### src/rtl/dcd_pkg.sv
`timescale 1ns/1ps
package dcd_pkg;

  typedef enum logic [2:0] {
    CMD_IDLE = 3'd0,
    CMD_MRS  = 3'd1,
    CMD_RD   = 3'd2,
    CMD_WR   = 3'd3,
    CMD_REF  = 3'd4
  } cmd_e;

  typedef enum logic [1:0] {
    WB_ONE  = 2'd0,
    WB_TWO  = 2'd1,
    WB_FOUR = 2'd2,
    WB_RSV  = 2'd3
  } wbank_e;

  // field positions inside mode register 2
  localparam int WMODE_LSB = 3;
  localparam int MBREF_BIT = 5;
  // at most this many banks per bitmap refresh
  localparam int MBREF_MAX = 4;

  function automatic cmd_e strobe_to_cmd(input logic cs_n, input logic we_n,
                                         input logic ref_n);
    cmd_e c;
    if (cs_n)                c = CMD_IDLE;
    else if (we_n && ref_n)  c = CMD_RD;
    else if (ref_n)          c = CMD_WR;
    else if (we_n)           c = CMD_REF;
    else                     c = CMD_MRS;
    return c;
  endfunction

  // true when bank index idx matches sel on the low 'keep' bits
  function automatic logic bank_hit(input int unsigned idx, input int unsigned sel,
                                    input int unsigned keep);
    int unsigned m;
    m = (32'd1 << keep) - 32'd1;
    return ((idx & m) == (sel & m));
  endfunction

endpackage

### src/rtl/dcd_decode.sv
`timescale 1ns/1ps
module dcd_decode
  import dcd_pkg::*;
(
  input  logic cs_n,
  input  logic we_n,
  input  logic ref_n,
  output cmd_e cmd
);
  always_comb cmd = strobe_to_cmd(cs_n, we_n, ref_n);
endmodule

### src/rtl/dcd_bank_map.sv
`timescale 1ns/1ps
module dcd_bank_map
  import dcd_pkg::*;
#(
  parameter int BA_W   = 4,
  parameter int ADDR_W = 20,
  localparam int NBANK = 1 << BA_W
) (
  input  logic [BA_W-1:0]   ba,
  input  logic [NBANK-1:0]  bitmap,
  input  wbank_e            wmode,
  input  logic              mb_ref,
  output logic [NBANK-1:0]  one_mask,
  output logic [NBANK-1:0]  wr_mask,
  output logic [NBANK-1:0]  ref_mask,
  output logic              ref_over
);
  localparam int KEEP_ONE  = BA_W;
  localparam int KEEP_TWO  = BA_W - 1;
  localparam int KEEP_FOUR = BA_W - 2;

  int unsigned keep;

  always_comb begin
    case (wmode)
      WB_TWO:  keep = KEEP_TWO;
      WB_FOUR: keep = KEEP_FOUR;
      default: keep = KEEP_ONE;
    endcase
  end

  for (genvar g = 0; g < NBANK; g++) begin : g_bank
    assign one_mask[g] = bank_hit(g, 32'(ba), KEEP_ONE);
    assign wr_mask[g]  = bank_hit(g, 32'(ba), keep);
  end

  always_comb begin
    ref_over = 1'b0;
    ref_mask = one_mask;
    if (mb_ref) begin
      ref_over = ($countones(bitmap) > MBREF_MAX);
      ref_mask = ref_over ? '0 : bitmap;
    end
  end
endmodule

### src/rtl/dcd_busy_track.sv
`timescale 1ns/1ps
module dcd_busy_track #(
  parameter int NBANK    = 16,
  parameter int BUSY_CYC = 4,
  localparam int CW      = $clog2(BUSY_CYC + 1)
) (
  input  logic             clk,
  input  logic             rst_n,
  input  logic [NBANK-1:0] load,
  output logic [NBANK-1:0] busy,
  output logic             any_busy
);
  for (genvar g = 0; g < NBANK; g++) begin : g_cnt
    logic [CW-1:0] cnt;
    always_ff @(posedge clk) begin
      if (!rst_n)             cnt <= '0;
      else if (load[g])       cnt <= CW'(BUSY_CYC);
      else if (cnt != '0)     cnt <= cnt - 1'b1;
    end
    assign busy[g] = (cnt != '0);
  end
  assign any_busy = |busy;
endmodule

### src/rtl/dram_cmd_decode.sv
`timescale 1ns/1ps
module dram_cmd_decode
  import dcd_pkg::*;
#(
  parameter int ADDR_W   = 20,
  parameter int BA_W     = 4,
  parameter int BUSY_CYC = 4
) (
  input  logic                    clk,
  input  logic                    rst_n,
  input  logic                    cs_n,
  input  logic                    we_n,
  input  logic                    ref_n,
  input  logic [ADDR_W-1:0]       addr,
  input  logic [BA_W-1:0]         ba,
  output logic                    nop_p,
  output logic                    mrs_p,
  output logic                    rd_p,
  output logic                    wr_p,
  output logic                    ref_p,
  output logic [(1<<BA_W)-1:0]    bank_mask,
  output logic [ADDR_W-1:0]       loc_addr,
  output logic                    err,
  output logic [(1<<BA_W)-1:0]    bank_busy,
  output logic [ADDR_W-3:0]       mr0_q,
  output logic [ADDR_W-3:0]       mr1_q,
  output logic [ADDR_W-3:0]       mr2_q
);
  localparam int NBANK = 1 << BA_W;
  localparam int OP_W  = ADDR_W - 2;

  // named internal events, also watched by the checker
  cmd_e             cmd;
  logic             mrs_try;
  logic             any_busy;
  logic             mrs_ok;
  logic             ref_bad;
  logic [NBANK-1:0] one_mask, wr_mask, ref_mask;
  logic             ref_over;
  logic [NBANK-1:0] tgt_mask;
  wbank_e           wmode;
  logic             mb_ref;
  logic [1:0]       mr_sel;
  logic [OP_W-1:0]  mr_op;

  assign wmode  = wbank_e'(mr2_q[WMODE_LSB +: 2]);
  assign mb_ref = mr2_q[MBREF_BIT];
  assign mr_sel = addr[1:0];
  assign mr_op  = addr[ADDR_W-1:2];

  dcd_decode u_dec (
    .cs_n (cs_n),
    .we_n (we_n),
    .ref_n(ref_n),
    .cmd  (cmd)
  );

  dcd_bank_map #(.BA_W(BA_W), .ADDR_W(ADDR_W)) u_map (
    .ba      (ba),
    .bitmap  (addr[NBANK-1:0]),
    .wmode   (wmode),
    .mb_ref  (mb_ref),
    .one_mask(one_mask),
    .wr_mask (wr_mask),
    .ref_mask(ref_mask),
    .ref_over(ref_over)
  );

  dcd_busy_track #(.NBANK(NBANK), .BUSY_CYC(BUSY_CYC)) u_busy (
    .clk     (clk),
    .rst_n   (rst_n),
    .load    (tgt_mask),
    .busy    (bank_busy),
    .any_busy(any_busy)
  );

  assign mrs_try = (cmd == CMD_MRS);
  assign mrs_ok  = mrs_try && !any_busy;
  assign ref_bad = (cmd == CMD_REF) && ref_over;

  always_comb begin
    case (cmd)
      CMD_RD:  tgt_mask = one_mask;
      CMD_WR:  tgt_mask = wr_mask;
      CMD_REF: tgt_mask = ref_mask;
      default: tgt_mask = '0;
    endcase
  end

  always_ff @(posedge clk) begin
    if (!rst_n) begin
      nop_p     <= 1'b0;
      mrs_p     <= 1'b0;
      rd_p      <= 1'b0;
      wr_p      <= 1'b0;
      ref_p     <= 1'b0;
      err       <= 1'b0;
      bank_mask <= '0;
      loc_addr  <= '0;
    end else begin
      nop_p     <= (cmd == CMD_IDLE);
      mrs_p     <= mrs_ok;
      rd_p      <= (cmd == CMD_RD);
      wr_p      <= (cmd == CMD_WR);
      ref_p     <= (cmd == CMD_REF) && !ref_bad;
      err       <= (mrs_try && any_busy) || ref_bad;
      bank_mask <= tgt_mask;
      loc_addr  <= (cmd == CMD_RD || cmd == CMD_WR) ? addr : '0;
    end
  end

  always_ff @(posedge clk) begin
    if (!rst_n) begin
      mr0_q <= '0;
      mr1_q <= '0;
      mr2_q <= '0;
    end else if (mrs_ok) begin
      case (mr_sel)
        2'd0:    mr0_q <= mr_op;
        2'd1:    mr1_q <= mr_op;
        2'd2:    mr2_q <= mr_op;
        default: ;
      endcase
    end
  end
endmodule

### config.mk
export PLATFORM = sky130hd
export DESIGN_NAME = dram_cmd_decode
export DESIGN_NICKNAME = d
export VERILOG_FILES = /design/src/rtl/dcd_pkg.sv /design/src/rtl/dcd_decode.sv /design/src/rtl/dcd_bank_map.sv /design/src/rtl/dcd_busy_track.sv /design/src/rtl/dram_cmd_decode.sv
export SDC_FILE = /design/constraint.sdc
export NUM_CORES = 1
export LEC_CHECK = 0
export ABC_AREA = 1
export BUFFER_PORTS_ARGS = -buffer_cell sky130_fd_sc_hd__buf_2
export CORE_AREA = 2 2 147 149
export DETAILED_ROUTE_END_ITERATION = 8
export DIE_AREA = 0 0 149 151
export MAX_ROUTING_LAYER = met4
export SYNTH_ARGS = -nofsm -noshare
export SYNTH_HDL_FRONTEND = slang
export SYNTH_SLANG_ARGS = --single-unit
export TNS_END_PERCENT = 5
### constraint.sdc
create_clock -name clk -period 9.4 [get_ports clk]
set_input_delay 0.94 -clock clk [delete_from_list [all_inputs] [get_ports clk]]
set_output_delay 0.94 -clock clk [all_outputs]
set_load 0.005 [all_outputs]
==> After elaboration in Yosys (flattened, before gate mapping) <==
Cells that the tools add are included.
{ "word_totals": {"output_inout_bits": 112, "register_bits": 144, "wordCells": 224, "inputBits": 29} }
{ "op_classes": {"bitwise_logic": 2, "shift": 1, "eq_ne": 38, "muxes": 41, "add_sub_neg": 32, "n_lt_le_gt_ge": 1, "reduce_logical": 66} }
{ "ops": {"columns": ["op", "n"], "rows": [
  ["$eq 4x32->1", 8],
  ["$eq 3x32->1", 4],
  ["$mux 3", 36],
  ["$eq 2x32->1", 2],
  ["$logic_not 32->1", 2],
  ["$pmux 16 s3", 1],
  ["$reduce_bool 3->1", 16],
  ["$sub 3x1->3 const B", 16],
  ["$and 4x32->32", 1],
  ["$eq 1x32->1", 1],
  ["$eq 4x4->1 const A", 8],
  ["$mux 16", 2],
  ["$reduce_bool 2->1", 16],
  ["$reduce_or 2->1", 16],
  ["$shl 1x3->32 const A", 1],
  ["$sub 32x1->32 const B", 1],
  ["$add 1x1->2", 8],
  ["$eq 3x4->1 const A", 4],
  ["$reduce_or 16->1", 1],
  ["$add 2x2->3", 4],
  ["$add 3x3->4", 2],
  ["$eq 2x4->1 const A", 2],
  ["$reduce_and 2->1", 4],
  ["$eq 3x2->1 const B", 2],
  ["15 further kinds", 23]
]} }

==> Longest topological paths before layout <==
Gate-level depths: netlist (run 1).
{ "logic_depth": {"word_depth": 9, "depth_mapped": 20, "depth_no_buf": 19} }

==> Hierarchy <==
Synthesis (run 1) repeated with hierarchy kept, for this count alone.
{ "hier_totals": {"cells_unflattened": 1154, "hier_area_um2": 7921.3} }
{ "by_module_without_submodules": {"columns": ["module", "cells_per_inst", "seq_area_each_um2", "area_per_inst_um2", "n_inst"], "rows": [
  ["dram_cmd_decode", 580, 1921.8, 4095.2, 1],
  ["dcd_busy_track", 371, 960.9, 2686.3, 1],
  ["dcd_bank_map", 198, 0.0, 1118.6, 1],
  ["dcd_decode", 5, 0.0, 21.3, 1]
]} }

==> Worst setup path before layout (run 1) <==
Ideal clock, no wire load.
{ "synth_path": {"path_kind": "input to register", "startpoint": "in addr[0]", "endpoint": "reg u_busy.g_cnt[13].cnt[1]", "stages": 17, "t_required_ns": 9.283, "setup_ns": 0.117, "arrival_time_ns": 4.409, "path_buffers": 1, "slack_ns": 4.874, "cell_sequence": "inv_1 > fa_1 > fa_1 > fa_1 > fa_1 > inv_1 > ha_1 > inv_1 > fa_1 > nand2_1 > nand3_1 > nand3_1 > nand2_1 > buf_2 > nand3_1 > nand3_1 > nor2_1"} }
{ "synth_between": {"elab_chain_len": 9} }
{ "synth_rtl": {"columns": ["element", "line", "source"], "rows": [
  ["from (decl)", "dram_cmd_decode.sv:14", "input logic [ADDR_W-1:0] addr,"],
  ["$add 1x1->2 (implied by the code)", "dcd_bank_map.sv:41", "ref_over = ($countones(bitmap) > MBREF_MAX);"],
  ["$add 2x2->3 (implied by the code)", "dcd_bank_map.sv:41", null],
  ["$add 3x3->4 (implied by the code)", "dcd_bank_map.sv:41", null],
  ["$add 4x4->5 (implied by the code)", "dcd_bank_map.sv:41", null],
  ["$gt 5x3->1", "dcd_bank_map.sv:41", null],
  ["$mux 16", "dcd_bank_map.sv:42", "ref_mask = ref_over ? '0 : bitmap;"],
  ["$mux 16", "dcd_bank_map.sv:40", "if (mb_ref) begin"],
  ["$pmux 16 s3", "dram_cmd_decode.sv:82", "case (cmd)"],
  ["$reduce_or 2->1 (no source line)", null, null],
  ["to (signal assigned)", "dcd_busy_track.sv:17", "else if (load[g]) cnt <= CW'(BUSY_CYC);"],
  ["to (signal assigned)", "dcd_busy_track.sv:18", "else if (cnt != '0) cnt <= cnt - 1'b1;"],
  ["to (decl)", "dcd_busy_track.sv:14", "logic [CW-1:0] cnt;"]
]} }
No other way between the ends.
A chain may end at the register's enable or synchronous reset.

==> Worst setup path in the final report (run 1) <==
{ "layout_path": {"startpoint": "in addr[3]", "endpoint": "reg u_busy.g_cnt[10].cnt[2]"} }
{ "layout_between": {"elab_chain_len": 9, "elab_cells_between_ends": 10, "cone_classes": "add/sub: 4; order compare: 1; mux: 4; reduce/logical: 1"} }
{ "layout_rtl": {"columns": ["element", "line"], "rows": [
  ["$add 1x1->2 (implied by the code) (*)", "dcd_bank_map.sv:41"],
  ["$add 2x2->3 (implied by the code) (*)", "dcd_bank_map.sv:41"],
  ["$add 3x3->4 (implied by the code) (*)", "dcd_bank_map.sv:41"],
  ["$add 4x4->5 (implied by the code) (*)", "dcd_bank_map.sv:41"],
  ["$gt 5x3->1 (*)", "dcd_bank_map.sv:41"],
  ["$mux 16 (*)", "dcd_bank_map.sv:42"],
  ["$mux 16 (*)", "dcd_bank_map.sv:40"],
  ["$pmux 16 s3 (*)", "dram_cmd_decode.sv:82"],
  ["$mux 3 or $reduce_bool 2->1 (tied branches)", null],
  ["to (signal assigned)", "dcd_busy_track.sv:17"],
  ["to (signal assigned)", "dcd_busy_track.sv:18"],
  ["to (decl)", "dcd_busy_track.sv:14"]
]} }
Every way passes the cells marked *; elsewhere a longest branch is shown, timed or not.

==> results of run 1 <==
per-stage QoR:
step	cell area, µm²	hold slack (ps)	power (mW)	util (%)	setup slack (ps)
floorplan	7220	491	1.27	-	4870
global placement	8090	494	1.45	38.9	4340
detailed placement	8090	496	1.47	38.9	4320
CTS	8650	507	2.13	41.6	4780
global route	8650	538	2.29	41.6	4480
finish	8650	508	2.10	41.6	4770
layer usage:
layer | up-vias | global-route usage (%) | share of wire, %
met5 | - | - | 0
met4 | 0 | 5.38 | 1.4
met3 | 21 | 5.18 | 7.0
met2 | 161 | 28.8 | 45
met1 | 2787 | 22.8 | 46
li1 | 3248 | - | -
worst max-delay path, delay by kind of cell:
family | cells | cell delay, ps
buffers and inverters | 4 | 390
AND/OR/NAND/NOR | 8 | 1120
adder cells (fa/ha/maj) | 6 | 2540
cell type report:
class / count / area, µm²
inverters: 201 / 754
clock buffers: 20 / 457
multi-input cells: 627 / 3400
flip-flops and latches: 144 / 2880
well taps: 275 / 344
fillers: 2205 / 12200
clock inverters: 11 / 105
repair buffers: 141 / 708
diodes: 1 / 2.50
power by group through the flow:
stage / Combinational (mW) / Sequential, mW / Clock (mW)
global placement: 0.682 / 0.770 / 0
CTS: 0.703 / 0.759 / 0.672
floorplan: 0.510 / 0.763 / 0
detailed placement: 0.697 / 0.772 / 0
finish: 0.693 / 0.758 / 0.653
global route: 0.820 / 0.770 / 0.699
sequential cells by signal, indices dropped and copies added (netlist names):
signal	flops
rd_p	1
u_busy.g_cnt.cnt	48
mrs_p	1
mr0_q	18
nop_p	1
bank_mask	16
mr2_q	18
err	1
ref_p	1
loc_addr	20
mr1_q	18
wr_p	1
cell usage after synthesis:
library cell	n	area share, %
a211oi_1	3	0.31
a21oi_1	27	1.9
and2_1	1	0.087
buf_2	8	0.55
buf_4	1	0.10
buf_6	7	1.1
clkbuf_1	15	0.78
dfxtp_1	144	40
fa_1	10	2.8
ha_1	57	9.9
inv_1	198	10
inv_2	3	0.16
nand2_1	215	11
nand2_2	11	0.95
nand3_1	8	0.55
nand3_2	1	0.14
nand3_4	3	0.73
nand4_1	4	0.35
nor2_1	178	9.3
nor3_1	44	3.0
nor3_2	1	0.14
nor3_4	1	0.23
o21ai_0	39	2.7
o22a_1	8	0.97
xor2_1	16	1.9
worst paths after layout:
check / end / slack, ps / cells after the start
hold reg to reg: mr0_q[15] / 510 / 4
hold / removal: mr0_q[15] / 510 / 4
setup reg to reg: mr1_q[11] / 6920 / 9
setup / recovery: u_busy.g_cnt[10].cnt[2] / 4770 / 18
cells by family (layout without fill, tap and decap cells):
family / Yosys count / count (layout)
fa+ha+maj: 67 / 67
buf+inv: 232 / 373
simple gates: 467 / 467
compound gates: 77 / 77
other cells: 0 / 1
xor+xnor: 16 / 16
flops: 144 / 144
==> impl_metrics.yaml, run 1 <==
die:
  fp.coreArea_um2: 20800
  io_pins: 141
  initial_core_util_pct: 34.7
  die-area_um2: 22500
  num_rows: 53
  die_y_um: 151
  die_w_um: 149
drt:
  drt_pass1_iterations: 4
  routedWlPerCell_um: 13.5
  num_vias: 6217
  ant_nets: 0
  drt-total-wl_um: 19100
  routed_via_density: 4.38
  drtIter0Drc: 354
  drc_errors: 0
setup_path:
  critPathSlowestCell: "fa_1"
  worst-endpoint-arrival_ps: 4990
  critical_path.cell_chain: "buf_2 > inv_1 > fa_1 > fa_1 > fa_1 > fa_1 > inv_1 > ha_1 > inv_1 > fa_1 > nand2_1 > nand3_1 > nand3_1 > nand2_1 > nand2_1 > nand2_1 > nand2_1 > nand2_1"
  crit_path_end_kind: "flop"
  startpoint_type: "primary input"
  cpPeakStageDelay_ps: 530
  path_class: "in2reg"
  crit_required_ps: 9760
  path_max_fanout: 17
  timing.rr.start: "u_busy.g_cnt[0].cnt[0]"
  crit_path_frequent_cell: "nand2_1"
  setup.worst_path.start: "addr[3]"
global_route:
  grt_max_degree: 75
  grt_overflow: 0
  grt_pass1_wl_um: 30700
  antenna_found_initial: 1
  grt_use_total_pct: 18.2
  grt_pass1_vias: 6012
yosys:
  synth_cell_types: 25
  synthAdderAreaFrac_pct: 12.6
  synthSimpleGateAreaFrac_pct: 26.7
  synth_mux_area_share_pct: 0
  ys_seq_elements: 144
  synth_top_family_by_area: "simple AND/OR/NAND/NOR gates"
  syn-num-nets: 1099
  ys_warn_count: 0
  synth_compound_area_share_pct: 5.86
  syn_inst: 1003
  synth_area_um2: 7220
  avgSynthCellArea_um2: 7.20
  yosysSeqAreaShare_pct: 39.9
  yosys.area_share.xor_xnor_pct: 1.94
clock_network:
  cts_setup_buffers: 0
  clk_latency_ps: 420
  cts_resized: 0
  root_buffer: "clkbuf_16"
  path_clk_slew_ps: 60
  htreeDepth: 4
  numCtsBuffers: 17
  cts_hold_buffers: 0
  cts_tree: "built"
  cts_sinks: 144
  cts_buffer_depth: 2
placed_design:
  gp_congestion: 0.883
  hpwl_um: 13900
  io_buffers: 140
  place_inst: 1388
final_layout:
  instances_no_fill: 1420
  area_growth_pct: 19.9
  nNetsFinal: 1228
  final_common_cell: "nand2_1"
  final_cell_mix: "nand2_1 (215), inv_1 (198), nor2_1 (178), dfxtp_1 (144), buf_2 (140)"
  layout-drive-gt1-share_pct: 16.7
power_and_ir_drop:
  pwr-share-comb_pct: 32.9
  power.density_nw_per_um2: 243
  p_switching_mw: 0.730
  p_leak_nw: 4.89
  sw_frac_of_total_pct: 34.7
  ir_worst_vdd_v: 0.000128
  internal-power_mw: 1.37
  power_frac_seq_pct: 36.1
  clkPwrFrac_pct: 31.0
min_path:
  hold_class: "reg2reg"
  min-delay-start: "mr0_q[15]"
timing:
  setup_violations: 0
  clock_skew_ps: 9.21
  tns_ps: 0
  max_freq_mhz: 216
  period_share_pct: 49.2
  worst_slew_pin_slew_ps: 896
  fin_crit_ps: 4630
  finalMaxSlewViolations: 0
  finalHoldViolCount: 0
  rsz0062_at_grt: "false"
  maxSlewHeadroom_pct: 40.2
run_status:
  outcome: "completed"
run:
  cap_violations: 0
Note: power is estimated with default switching activity, not from simulation.
==> run 2, diff against run 1 <==
==> constraint.sdc (replaced) <==
create_clock -name clk -period 3.7 [get_ports clk]
set_input_delay 0.37 -clock clk [delete_from_list [all_inputs] [get_ports clk]]
set_output_delay 0.37 -clock clk [all_outputs]
set_load 0.005 [all_outputs]
==> impl_metrics.yaml, run 2 (synthesized netlist as in run 1, its figures left out) <==
drt:
  routedWlPerCell_um: 13.7
  ant_nets: 0
  num_vias: 6416
  routed_via_density: 4.42
  drtIter0Drc: 449
  drt-total-wl_um: 19900
  drt_pass1_iterations: 6
  drc_errors: 0
power_and_ir_drop:
  power.density_nw_per_um2: 612
  power_frac_seq_pct: 34.0
  ir_worst_vdd_v: 0.000325
  sw_frac_of_total_pct: 34.5
  pwr-share-comb_pct: 34.2
  internal-power_mw: 3.73
  p_leak_nw: 5.13
  clkPwrFrac_pct: 31.8
  p_switching_mw: 1.96
min_path:
  hold_class: "in2reg"
  hold_depth: 3
setup_path:
  rr_worst_depth: 9
  critical_path.cell_chain: "buf_4 > inv_8 > fa_1 > fa_1 > fa_1 > fa_1 > inv_1 > ha_2 > inv_2 > fa_2 > nand2_2 > nand3_2 > nand3_2 > nand2_4 > buf_12 > nand2_2 > nand2_4 > nor3_2"
  crit_required_ps: 3980
  path_class: "in2reg"
  crit_path_frequent_cell: "fa_1"
  path_max_fanout: 8
  critPathSlowestCell: "fa_1"
  worst-endpoint-arrival_ps: 3970
  crit_path_end_kind: "flop"
  startpoint_type: "primary input"
  cpPeakStageDelay_ps: 550
  regToRegSetupSlack_ps: 1290
global_route:
  met1_usage_pct: 23.3
  grt_pass1_wl_um: 31300
  use_met3_pct: 7.02
  antenna_found_initial: 1
  top_usage_layer: "met2"
  grt_use_total_pct: 18.7
  grt_overflow: 0
  grt_max_degree: 58
  grt_pass1_vias: 5983
  gr-usage-met2_pct: 28.7
placed_design:
  hpwl_um: 14800
  gp_congestion: 0.896
  dpl_cell_area_um2: 8320
  place_ws_ps: -523
  io_buffers: 140
final_layout:
  final_common_cell: "inv_1"
  reg_top3: "u_busy.g_cnt.cnt x48, loc_addr x20"
  final_area_um2: 9300
  largest_reg_flops: 48
  area_growth_pct: 28.9
  nNetsFinal: 1260
  layout-drive-gt1-share_pct: 25.2
  final_cell_mix: "inv_1 (188), nor2_1 (178), nand2_1 (169), dfxtp_1 (144), buf_2 (135)"
  regMostFlops: "u_busy.g_cnt.cnt"
timing:
  clock_skew_ps: 13.1
  finalMaxSlewViolations: 0
  finalHoldViolCount: 0
  fin_crit_ps: 3680
  hold_slack_ps: 181
  setup_violations: 0
  rsz0062_at_grt: "true"
  maxSlewHeadroom_pct: 30.4
  period_share_pct: 99.6
  max_freq_mhz: 271
  worst_slew_pin_slew_ps: 1040
  finalWorstSetupSlack_ps: 15.1
clock_network:
  path_clk_slew_ps: 60
  htreeDepth: 4
  cts_hold_buffers: 0
  cts_buffer_depth: 2
  cts_sinks: 144
  numCtsBuffers: 17
  root_buffer: "clkbuf_16"
  clk_latency_ps: 430
  cts_tree: "built"
die:
  die_y_um: 151
  num_rows: 53
  initial_core_util_pct: 34.7
  die_w_um: 149
  fp.coreArea_um2: 20800
  die-area_um2: 22500
  io_pins: 141
run_status:
  outcome: "completed"
run:
  cap_violations: 0
[run 2: changes by cell type in the layout (fill, tap and decap cells not counted), moves of 3 or more]
cell       before  now
buf_4           1   33
inv_1         198  188
nor3_2          1   11
bufinv_16       1    4
nor3_1         44   34
nand2_4         0   17
buf_2         140  135
nand3_1         8    4
nand2_2        11   40
nand3_2         1    4
nand2_1       215  169
inv_2           3    9
[run 2: layout make-up]
cell class	count	area, µm²
Clock inverter	14	189
Tap cell	275	344
Fill cell	2171	11500
Multi-Input combinational cell	627	3680
Sequential cell	144	2880
Inverter	201	772
Antenna cell	1	2.50
Clock buffer	17	425
Timing Repair Buffer	173	1000
[run 2: power by group through the flow]
stage                     clock network [mW]  logic [mW]  registers [mW]
after global placement                     0        1.78            1.96
after CTS                               1.85        1.86            1.93
after detailed placement                   0        1.83            1.96
final                                   1.81        1.95            1.93
after global routing                    1.92        2.26            1.96
after floorplan                            0        1.30            1.94
[run 2: critical path, delay by kind of cell]
kind | cells | cell delay, ps
fa+ha+maj | 6 | 2630
simple gates | 7 | 540
buf+inv | 5 | 410
[run 2: through the flow]
step	setup TNS (ps)	cells	power (mW)	utilization [%]
3_3_place_gp	-26220	1416	3.73	40.0
2_1_floorplan	-3320	1003	3.24	-
5_1_grt	-6590	1452	6.14	44.7
6_report	0	1452	5.69	44.7
3_5_place_dp	-30900	1416	3.79	40.0
4_1_cts	0	1447	5.64	43.0
[run 2: per-layer routing]
metal / share of wire [%] / vias to the layer above
met5: 0 / -
met4: 1.2 / 0
met3: 8.6 / 25
met2: 45 / 181
met1: 45 / 2893
li1: - / 3317
[run 2: repair_timing]
item	4_1_cts	5_1_grt
gates resized for setup	9	92
pin swaps	4	17
buffers inserted	0	4
setup endpoints to repair	52	66
[run 2: path summary, 6_finish.rpt]
| kind | startpoint | to |
|---|---|---|
| setup / recovery | addr[15] | u_busy.g_cnt[8].cnt[0] |
| hold / removal | addr[17] | loc_addr[17] |
| setup reg to reg | u_busy.g_cnt[10].cnt[0] | mr1_q[7] |
| hold reg to reg | mr0_q[15] | mr0_q[15] |
==> run 3, diff against run 2 <==
--- a/config.mk
+++ b/config.mk
@@ -6,10 +6,10 @@
 export NUM_CORES = 1
 export LEC_CHECK = 0
 export ABC_AREA = 1
-export BUFFER_PORTS_ARGS = -buffer_cell sky130_fd_sc_hd__buf_2
 export CORE_AREA = 2 2 147 149
 export DETAILED_ROUTE_END_ITERATION = 8
 export DIE_AREA = 0 0 149 151
+export DONT_BUFFER_PORTS = 1
 export MAX_ROUTING_LAYER = met4
 export SYNTH_ARGS = -nofsm -noshare
 export SYNTH_HDL_FRONTEND = slang
==> impl_metrics.yaml, run 3 (synthesized netlist as in run 1, its figures left out) <==
final_layout:
  area_growth_pct: 14.0
  reg_top3: "u_busy.g_cnt.cnt x48, loc_addr x20"
  multi_input_area_um2: 3590
  seq_area_um2: 2880
  nNetsFinal: 1100
  final_cell_mix: "inv_1 (195), nand2_1 (182), nor2_1 (178), dfxtp_1 (144), ha_1 (56)"
  final_common_cell: "inv_1"
  final.fill_count: 2167
  largest_reg_flops: 48
  n_antenna_cell: 0
  layout-drive-gt1-share_pct: 10.6
  regMostFlops: "u_busy.g_cnt.cnt"
timing:
  period_share_pct: 97.6
  finalHoldViolCount: 0
  finalMaxSlewViolations: 0
  setup_violations: 0
  worst_slew_pin_slew_ps: 1110
  rsz0062_at_grt: "true"
  fin_crit_ps: 3610
  max_freq_mhz: 277
  clock_skew_ps: 13.1
  hold_slack_ps: 45.7
  maxSlewHeadroom_pct: 25.7
  finalWorstSetupSlack_ps: 89.0
power_and_ir_drop:
  power_frac_seq_pct: 36.2
  sw_frac_of_total_pct: 35.7
  p_leak_nw: 4.26
  ir_worst_vdd_v: 0.000297
  clkPwrFrac_pct: 31.2
  internal-power_mw: 3.43
  pwr-share-comb_pct: 32.6
  power.density_nw_per_um2: 648
  p_switching_mw: 1.91
clock_network:
  root_buffer: "clkbuf_16"
  cts_sinks: 144
  clk_latency_ps: 430
  cts_setup_buffers: 0
  htreeDepth: 4
  cts_tree: "built"
  path_clk_slew_ps: 60
  cts_buffer_depth: 2
  numCtsBuffers: 17
setup_path:
  cpLargestDelayFamily: "adder cells"
  critical_path.cell_chain: "inv_1 > fa_1 > fa_1 > fa_1 > fa_1 > inv_1 > ha_2 > inv_2 > fa_1 > nand2_1 > nand3_1 > nand3_4 > nand2_8 > nand2_2 > nand2_2 > nand2_1 > nand2_1"
  crit_path_end_kind: "flop"
  path_max_fanout: 8
  critPathSlowestCell: "fa_1"
  worst-endpoint-arrival_ps: 3930
  path_class: "in2reg"
  startpoint_type: "primary input"
  path_buf_inv: 3
  cpPeakStageDelay_ps: 570
  crit_required_ps: 4020
  crit_path_frequent_cell: "fa_1"
drt:
  drc_errors: 0
  drt_pass1_iterations: 5
  routedWlPerCell_um: 14.9
  routed_via_density: 4.48
  ant_nets: 0
  num_vias: 5793
  drt-total-wl_um: 19200
  drtIter0Drc: 283
global_route:
  grt_overflow: 0
  antenna_found_initial: 0
  grt_pass1_wl_um: 30300
  grt_pass1_vias: 5704
  grt_use_total_pct: 18.0
  grt_max_degree: 75
run:
  cap_violations: 0
placed_design:
  place_ws_ps: -440
  io_buffers: 0
  gp_congestion: 0.879
  hpwl_um: 13900
die:
  num_rows: 53
  die-area_um2: 22500
  die_w_um: 149
  io_pins: 141
  initial_core_util_pct: 34.7
  die_y_um: 151
  fp.coreArea_um2: 20800
min_path:
  hold_class: "in2reg"
run_status:
  outcome: "completed"
run 3: changes by cell type in the layout (fill, tap and decap cells not counted), moves of 3 or more:
cell,delta
buf_4,-23
nand2_4,-13
nor3_1,+5
inv_1,+7
nor3_2,-5
inv_2,-4
nand2_1,+13
buf_2,-135
bufinv_16,-3
run 3: worst reg2reg max path, cell delays in order (launching register included):
cell and delay [ps]:
dfxtp_1 310, inv_1 60, ha_1 180, ha_1 240
nand4_1 170, nor2_1 220, and2_1 370, nand3_4 430
nor2_1 320, nor2_1 80
run 3: cell type report:
| class | count | area share (%) |
|---|---|---|
| multi-input combinational | 629 | 43.6 |
| sequential | 144 | 35.0 |
| inverter | 201 | 9.26 |
| clock buffer | 20 | 5.55 |
| tap | 275 | 4.18 |
| clock inverter | 12 | 1.32 |
| timing repair buffer | 11 | 1.03 |
run 3: timing repair:
item / in CTS / in global routing
resized for setup: 1 / 46
endpoints found under the hold margin: 1 / 0
pin swaps: 0 / 15
endpoints found under the setup margin: 2 / 66
hold buffers: 1 / 0
cloned: 0 / 2
run 3: layer usage:
metal | global-route usage [%] | wire length [µm] | share of wire [%]
met3 | 7.38 | 1810 | 9.4
met5 | - | 0 | 0
met1 | 21.4 | 8460 | 44
met2 | 28.4 | 8740 | 45
met4 | 4.76 | 225 | 1.2
run 3: path summary, 6_finish.rpt:
kind,endpoint,cells past startpoint,start,slack [ps]
max,u_busy.g_cnt[8].cnt[2],17,addr[0],90
min,loc_addr[18],2,addr[18],50
max reg2reg,mr2_q[1],9,u_busy.g_cnt[2].cnt[0],1220
min reg2reg,u_busy.g_cnt[13].cnt[0],2,u_busy.g_cnt[13].cnt[0],520
run 3: metrics by stage:
step	area [µm²]	instances	TNS [ps]	utilization [%]	total power [mW]
5_1_grt	8230	1292	-1470	39.5	5.76
4_1_cts	8060	1290	0	38.7	5.29
2_1_floorplan	7250	1003	-3320	-	3.24
6_report	8230	1292	0	39.5	5.33
3_5_place_dp	7480	1257	-25140	35.9	3.59
3_3_place_gp	7480	1257	-24230	35.9	3.55
run 3: power by group through the flow:
stage               sequential, mW  clock [mW]  combinational, mW
CTS                           1.93        1.70               1.66
detailed placement            1.97           0               1.63
global placement              1.96           0               1.59
global route                  1.96        1.77               2.03
floorplan                     1.94           0               1.30
finish                        1.93        1.66               1.74
